--- config.mk ---
export PLATFORM = sky130hd
export DESIGN_NAME = gpio_bank_top
export DESIGN_NICKNAME = d
export VERILOG_FILES = /design/src/rtl/gpio_bank_pkg.sv /design/src/rtl/gpio_sync.sv /design/src/rtl/gpio_cfg_regs.sv /design/src/rtl/gpio_data_port.sv /design/src/rtl/gpio_bank_top.sv
export SDC_FILE = /design/constraint.sdc
export NUM_CORES = 1
export LEC_CHECK = 0
export CORE_MARGIN = 2
export CORE_UTILIZATION = 49
export CTS_BUF_LIST = sky130_fd_sc_hd__clkbuf_8
export CTS_CLUSTER_DIAMETER = 200
export DETAILED_ROUTE_END_ITERATION = 10
export PLACE_DENSITY = 0.83
export SKIP_CTS_REPAIR_TIMING = 1
export SYNTH_ARGS = -nofsm -noshare
export SYNTH_HDL_FRONTEND = slang
export SYNTH_SLANG_ARGS = --single-unit
--- constraint.sdc ---
create_clock -name clk -period 3.44 [get_ports clk]
set_input_delay 0.516 -clock clk [delete_from_list [all_inputs] [get_ports clk]]
set_output_delay 0.516 -clock clk [all_outputs]
set_load 0.02 [all_outputs]
--- src/rtl/gpio_bank_pkg.sv ---
package gpio_bank_pkg;
  // Width of one bank register and of both bus data paths.
  localparam int unsigned BANK_W = 8;
  // Select result for a configuration access.
  typedef enum logic [1:0] {CFG_MISS, CFG_SELECT, CFG_DRIVE} cfg_hit_e;
endpackage

--- src/rtl/gpio_sync.sv ---
module gpio_sync #(
  parameter int unsigned WIDTH = 64
) (
  input  logic             clk,
  input  logic             rst,
  input  logic [WIDTH-1:0] d,
  output logic [WIDTH-1:0] q
);
  logic [WIDTH-1:0] stage1;

  always_ff @(posedge clk) begin
    if (rst) begin
      stage1 <= '0;
      q      <= '0;
    end else begin
      stage1 <= d;
      q      <= stage1;
    end
  end
endmodule

--- src/rtl/gpio_cfg_regs.sv ---
module gpio_cfg_regs
  import gpio_bank_pkg::*;
#(
  parameter int unsigned GROUPS        = 8,
  parameter int unsigned SEL_GROUPS    = 5,
  parameter int unsigned CAW           = 8,
  parameter logic [7:0]  SEL_BASE      = 8'hC0,
  parameter logic [7:0]  DRV_BASE      = 8'hC8
) (
  input  logic                     clk,
  input  logic                     rst,
  input  logic                     cf_sel,
  input  logic                     cf_wr,
  input  logic [CAW-1:0]           cf_addr,
  input  logic [BANK_W-1:0]        cf_wdata,
  output logic [BANK_W-1:0]        cf_rdata,
  output logic [GROUPS*BANK_W-1:0] drv_all,
  output logic [GROUPS*BANK_W-1:0] gsel_all
);
  localparam int unsigned GIW = (GROUPS > 1) ? $clog2(GROUPS) : 1;

  logic [CAW-1:0]    sel_off, drv_off;
  logic [GIW-1:0]    idx;
  cfg_hit_e          hit;
  logic [BANK_W-1:0] drv_q    [GROUPS];
  logic [BANK_W-1:0] sel_view [GROUPS];
  logic [BANK_W-1:0] rd_val;

  assign sel_off = cf_addr - CAW'(SEL_BASE);
  assign drv_off = cf_addr - CAW'(DRV_BASE);

  always_comb begin
    hit = CFG_MISS;
    idx = '0;
    if (drv_off < CAW'(GROUPS)) begin
      hit = CFG_DRIVE;
      idx = drv_off[GIW-1:0];
    end else if (sel_off < CAW'(GROUPS)) begin
      hit = CFG_SELECT;
      idx = sel_off[GIW-1:0];
    end
  end

  for (genvar g = 0; g < GROUPS; g++) begin : g_bank
    always_ff @(posedge clk) begin
      if (rst)
        drv_q[g] <= '0;
      else if (cf_sel && cf_wr && hit == CFG_DRIVE && idx == GIW'(g))
        drv_q[g] <= cf_wdata;
    end
    assign drv_all[g*BANK_W +: BANK_W] = drv_q[g];

    if (g < SEL_GROUPS) begin : g_sel
      logic [BANK_W-1:0] sel_q;
      always_ff @(posedge clk) begin
        if (rst)
          sel_q <= '0;
        else if (cf_sel && cf_wr && hit == CFG_SELECT && idx == GIW'(g))
          sel_q <= cf_wdata;
      end
      assign sel_view[g]                  = sel_q;
      assign gsel_all[g*BANK_W +: BANK_W] = sel_q;
    end else begin : g_fixed
      assign sel_view[g]                  = '0;
      assign gsel_all[g*BANK_W +: BANK_W] = '1;
    end
  end

  always_comb begin
    case (hit)
      CFG_DRIVE:  rd_val = drv_q[idx];
      CFG_SELECT: rd_val = sel_view[idx];
      default:    rd_val = '0;
    endcase
  end

  always_ff @(posedge clk) begin
    if (rst)
      cf_rdata <= '0;
    else if (cf_sel && !cf_wr)
      cf_rdata <= rd_val;
  end
endmodule

--- src/rtl/gpio_data_port.sv ---
module gpio_data_port
  import gpio_bank_pkg::*;
#(
  parameter int unsigned GROUPS = 8,
  parameter int unsigned IOAW   = 16
) (
  input  logic                     clk,
  input  logic                     rst,
  input  logic [IOAW-1:0]          io_base,
  input  logic                     dp_sel,
  input  logic                     dp_wr,
  input  logic [IOAW-1:0]          dp_addr,
  input  logic [BANK_W-1:0]        dp_wdata,
  input  logic [GROUPS*BANK_W-1:0] lvl_sync,
  output logic [BANK_W-1:0]        dp_rdata,
  output logic [GROUPS*BANK_W-1:0] latch_all
);
  localparam int unsigned GIW = (GROUPS > 1) ? $clog2(GROUPS) : 1;

  logic [IOAW-1:0]   offset;
  logic              hit;
  logic [GIW-1:0]    idx;
  logic [BANK_W-1:0] lvl_grp [GROUPS];

  assign offset = dp_addr - io_base;
  assign hit    = offset < IOAW'(GROUPS);
  assign idx    = offset[GIW-1:0];

  for (genvar g = 0; g < GROUPS; g++) begin : g_bank
    logic [BANK_W-1:0] latch_q;
    always_ff @(posedge clk) begin
      if (rst)
        latch_q <= '0;
      else if (dp_sel && dp_wr && hit && idx == GIW'(g))
        latch_q <= dp_wdata;
    end
    assign latch_all[g*BANK_W +: BANK_W] = latch_q;
    assign lvl_grp[g]                    = lvl_sync[g*BANK_W +: BANK_W];
  end

  always_ff @(posedge clk) begin
    if (rst)
      dp_rdata <= '0;
    else if (dp_sel && !dp_wr)
      dp_rdata <= hit ? lvl_grp[idx] : '0;
  end
endmodule

--- src/rtl/gpio_bank_top.sv ---
module gpio_bank_top #(
  parameter int unsigned GROUPS     = 8,
  parameter int unsigned SEL_GROUPS = 5,
  parameter int unsigned IOAW       = 16,
  parameter int unsigned CAW        = 8,
  parameter logic [7:0]  SEL_BASE   = 8'hC0,
  parameter logic [7:0]  DRV_BASE   = 8'hC8,
  localparam int unsigned NPIN      = GROUPS * 8
) (
  input  logic            clk,
  input  logic            rst,
  input  logic [IOAW-1:0] io_base,
  input  logic            dp_sel,
  input  logic            dp_wr,
  input  logic [IOAW-1:0] dp_addr,
  input  logic [7:0]      dp_wdata,
  output logic [7:0]      dp_rdata,
  input  logic            cf_sel,
  input  logic            cf_wr,
  input  logic [CAW-1:0]  cf_addr,
  input  logic [7:0]      cf_wdata,
  output logic [7:0]      cf_rdata,
  input  logic [NPIN-1:0] pin_in,
  output logic [NPIN-1:0] pin_out,
  output logic [NPIN-1:0] pin_oe
);
  logic [NPIN-1:0] lvl_sync;
  logic [NPIN-1:0] latch_all;
  logic [NPIN-1:0] drv_all;
  logic [NPIN-1:0] gsel_all;

  gpio_sync #(.WIDTH(NPIN)) u_sync (
    .clk(clk), .rst(rst), .d(pin_in), .q(lvl_sync)
  );

  gpio_cfg_regs #(
    .GROUPS(GROUPS), .SEL_GROUPS(SEL_GROUPS), .CAW(CAW),
    .SEL_BASE(SEL_BASE), .DRV_BASE(DRV_BASE)
  ) u_cfg (
    .clk(clk), .rst(rst), .cf_sel(cf_sel), .cf_wr(cf_wr),
    .cf_addr(cf_addr), .cf_wdata(cf_wdata), .cf_rdata(cf_rdata),
    .drv_all(drv_all), .gsel_all(gsel_all)
  );

  gpio_data_port #(.GROUPS(GROUPS), .IOAW(IOAW)) u_data (
    .clk(clk), .rst(rst), .io_base(io_base), .dp_sel(dp_sel),
    .dp_wr(dp_wr), .dp_addr(dp_addr), .dp_wdata(dp_wdata),
    .lvl_sync(lvl_sync), .dp_rdata(dp_rdata), .latch_all(latch_all)
  );

  // Registered pad stage.
  always_ff @(posedge clk) begin
    if (rst) begin
      pin_out <= '0;
      pin_oe  <= '0;
    end else begin
      pin_out <= latch_all;
      pin_oe  <= drv_all & gsel_all;
    end
  end
endmodule

==> impl_metrics.toml <==
[yosys]
ys_seq_area_share_pct = 60.45
synth_top_cell_by_area = "dfxtp_1"
synthFlopType = "dfxtp_1"
syn-cell-area_um2 = 15630
syn_inst = 1401
async_flop_share_pct = 0
ys_types = 57
synth_enable_flop_cells = 64
ys_top_cells_by_area = "dfxtp_1 48%, edfxtp_1 12%, mux2i_1 6.7%, nor2b_1 6.2%, nand2_1 2.7%"
synth_fp_nets = 1544
syn_area_per_cell_um2 = 11.16
ys_ff_latch = 440
yosysWarnings = 0
yosys.area.top_type_share_pct = 48.15

[sta]
rsz0062_at_grt = "no"
skew_ns = 0.02529
finalWorstSetupSlack_ns = 0.1460
max_slew_margin_pct = 42.75
drv_slew = 0
layout_min_cycle_time_ns = 3.294
fin_crit_sh_pct = 95.76
setup_viol = 0
whs_ns = 0.3332
hold_viol = 0
fmax_mhz = 303.6
worst_pin_slew_ns = 0.8569

[power]
report.power.total_uw = 10650
leakage_uw = 0.008660
power_density_nw_per_um2 = 513.4
ir_worst_vdd_mv = 0.3511

[placed_design]
port_buffers = 269
hpwlAfterDp_um = 28870
pre_cts_slack_ns = -0.4260
place_area_um2 = 19340
finalWeightedCongestion = 0.9620

[clocking]
clock-root-buffer = "clkbuf_8"
cts.clk_slew.worst_paths_ns = 0.06
cts_buffer_depth = 3
clkLatencyLatePin_ns = 0.59
htreeDepth = 3
cts_sinks = 440
numCtsBuffers = 70
cts_tree = "yes"

[detailed_routing]
dr.pass1.iters = 5
drt_wl_total_um = 41000
drt_iter0_markers = 836
vias = 11540
drc = 0
wl_per_cell_um = 18.47
ant_nets = 0
avgViaCountPerCell = 5.199

[worst_setup_path]
cp.arrival_ns = 3.79
setup.worst_path.end_class = "flop"
cp.required_ns = 3.94
start_kind = "primary input"
crit_start = "io_base[1]"
critical-path-top-delay-family = "compound AO/OA/AOI/OAI gates"
critPathKind = "in -> reg"
cp_max_fo = 8
reg2reg_from = "u_cfg.drv_q[0][0]$_SDFFCE_PN0P_"
path_buf_inv = 4
cpMaxStageDelayCell = "clkdlybuf4s50_1"
path_cells = "clkdlybuf4s50_1, inv_1, ha_1, and2b_1, o2111ai_1, a21oi_1, or3_4, a2111oi_4, o2111ai_4, buf_12, nor4_4, buf_4, mux2i_1"
cp_slowest_stage_delay_ns = 0.50

[floorplan]
boundaryPins = 270
dieArea_um2 = 33340
die_x_um = 182.6
start_util_pct = 49.66
fp.dieH_um = 182.6
core_area_um2 = 31470
fp-row-count = 65

[final_layout]
nNetsFinal = 1909
layout_commonest_cell = "dfxtp_1"
drive_gt1_share_pct = 12.49
n_antenna_cell = 0
area_growth_pct = 32.69
nFillCells = 2285
final_cell_area_um2 = 20740
layout_common_cells = "376 x dfxtp_1, 268 x clkdlybuf4s50_1, 156 x nor2b_1, 115 x inv_1, 112 x nand2_1"

[run]
maxCapViolCount = 0

[grt]
grt_antenna_before_repair = 0
grt_max_degree = 81
grtUsageTotal_pct = 24.28
grt_pass1_vias = 11560
gr-total-overflow = 0
grt_pass1_wl_um = 62950

[run_status]
status = "finished, final reports clean"

[worst_hold_path]
hold_path_class = "in -> reg"
hold_start = "rst"
cells by family after synthesis:
| kind of cell | Yosys count | synth area share, % |
|---|---|---|
| AOI/OAI and AO/OA | 143 | 6.508 |
| xor gates and xnor gates | 9 | 0.5043 |
| adders and majority gates | 17 | 1.409 |
| buffers and inverters | 162 | 3.890 |
| DFF | 440 | 60.45 |
| muxes | 122 | 9.173 |
| and+or+nand+nor | 508 | 18.07 |
metrics by stage:
step	setup TNS (ns)	cells	util, %
after floorplan	0	1401	-
after global placement	-14.54	2095	61.45
after detailed placement	-22.91	2095	61.45
after CTS	0	2219	65.84
after global routing	0	2220	65.90
final	0	2220	65.90
worst paths after layout:
path / slack, ns / cells past startpoint / to
max: 0.15 / 13 / u_data.g_bank[1].latch_q[1]$_SDFFE_PP0P_
min: 0.33 / 2 / u_sync.stage1[17]$_SDFF_PP0_
max reg2reg: 1.49 / 6 / u_cfg.cf_rdata[0]$_SDFFE_PP0P_
min reg2reg: 0.42 / 2 / pin_out[21]$_SDFF_PP0_
routing by layer:
metal	wire length, um	track usage, %	up-vias
met5	0	0	-
met4	1226	9.839	0
met3	3361	5.268	87
met2	19550	40.85	543
met1	16870	30.42	5432
li1	-	-	5479
where the power goes:
part / internal [uW] / switching (uW) / total, uW
registers: 5340 / 49.3 / 5390
logic: 422 / 483 / 905
clock network: 2340 / 2010 / 4350
cell type report:
cell class,instances,area [um2],share of cell area (%)
clock inverter,42,254.0,1.225
inverter,93,349.1,1.683
clock buffer,82,1129,5.441
tap,402,503.0,2.425
sequential,440,9449,45.56
multi-input combinational,799,5590,26.95
timing repair buffer,362,3467,16.72
synthesized netlist by cell type (3+ instances only):
cell type	instances
mux2i_1	105
a2111oi_0	3
ha_1	16
buf_1	3
xor2_1	6
nor4_4	6
a21o_1	3
o22ai_1	38
o2111ai_1	3
a211o_1	3
xnor2_1	3
clkbuf_1	66
a21oi_1	26
nand2_1	112
nand3b_1	4
dfxtp_1	376
edfxtp_1	64
and3_1	43
nand2b_1	4
inv_1	93
a32o_1	8
o221ai_1	9
nor4_1	3
o21ai_0	12
o211ai_1	6
a311oi_1	5
nor2b_1	156
nor2_1	73
nand4_1	3
a211oi_1	5
nand3_1	3
mux4_2	17
and2_1	65
nor3_1	25
o21ai_1	8
flip-flops by register name (all words and copies together), names as in the netlist:
register	count
pin_oe	64
pin_out	64
u_cfg.cf_rdata	8
u_cfg.drv_q	64
u_cfg.g_bank.g_sel.sel_q	40
u_data.dp_rdata	8
u_data.g_bank.latch_q	64
u_sync.q	64
u_sync.stage1	64
(Power assumes the default switching activity.)
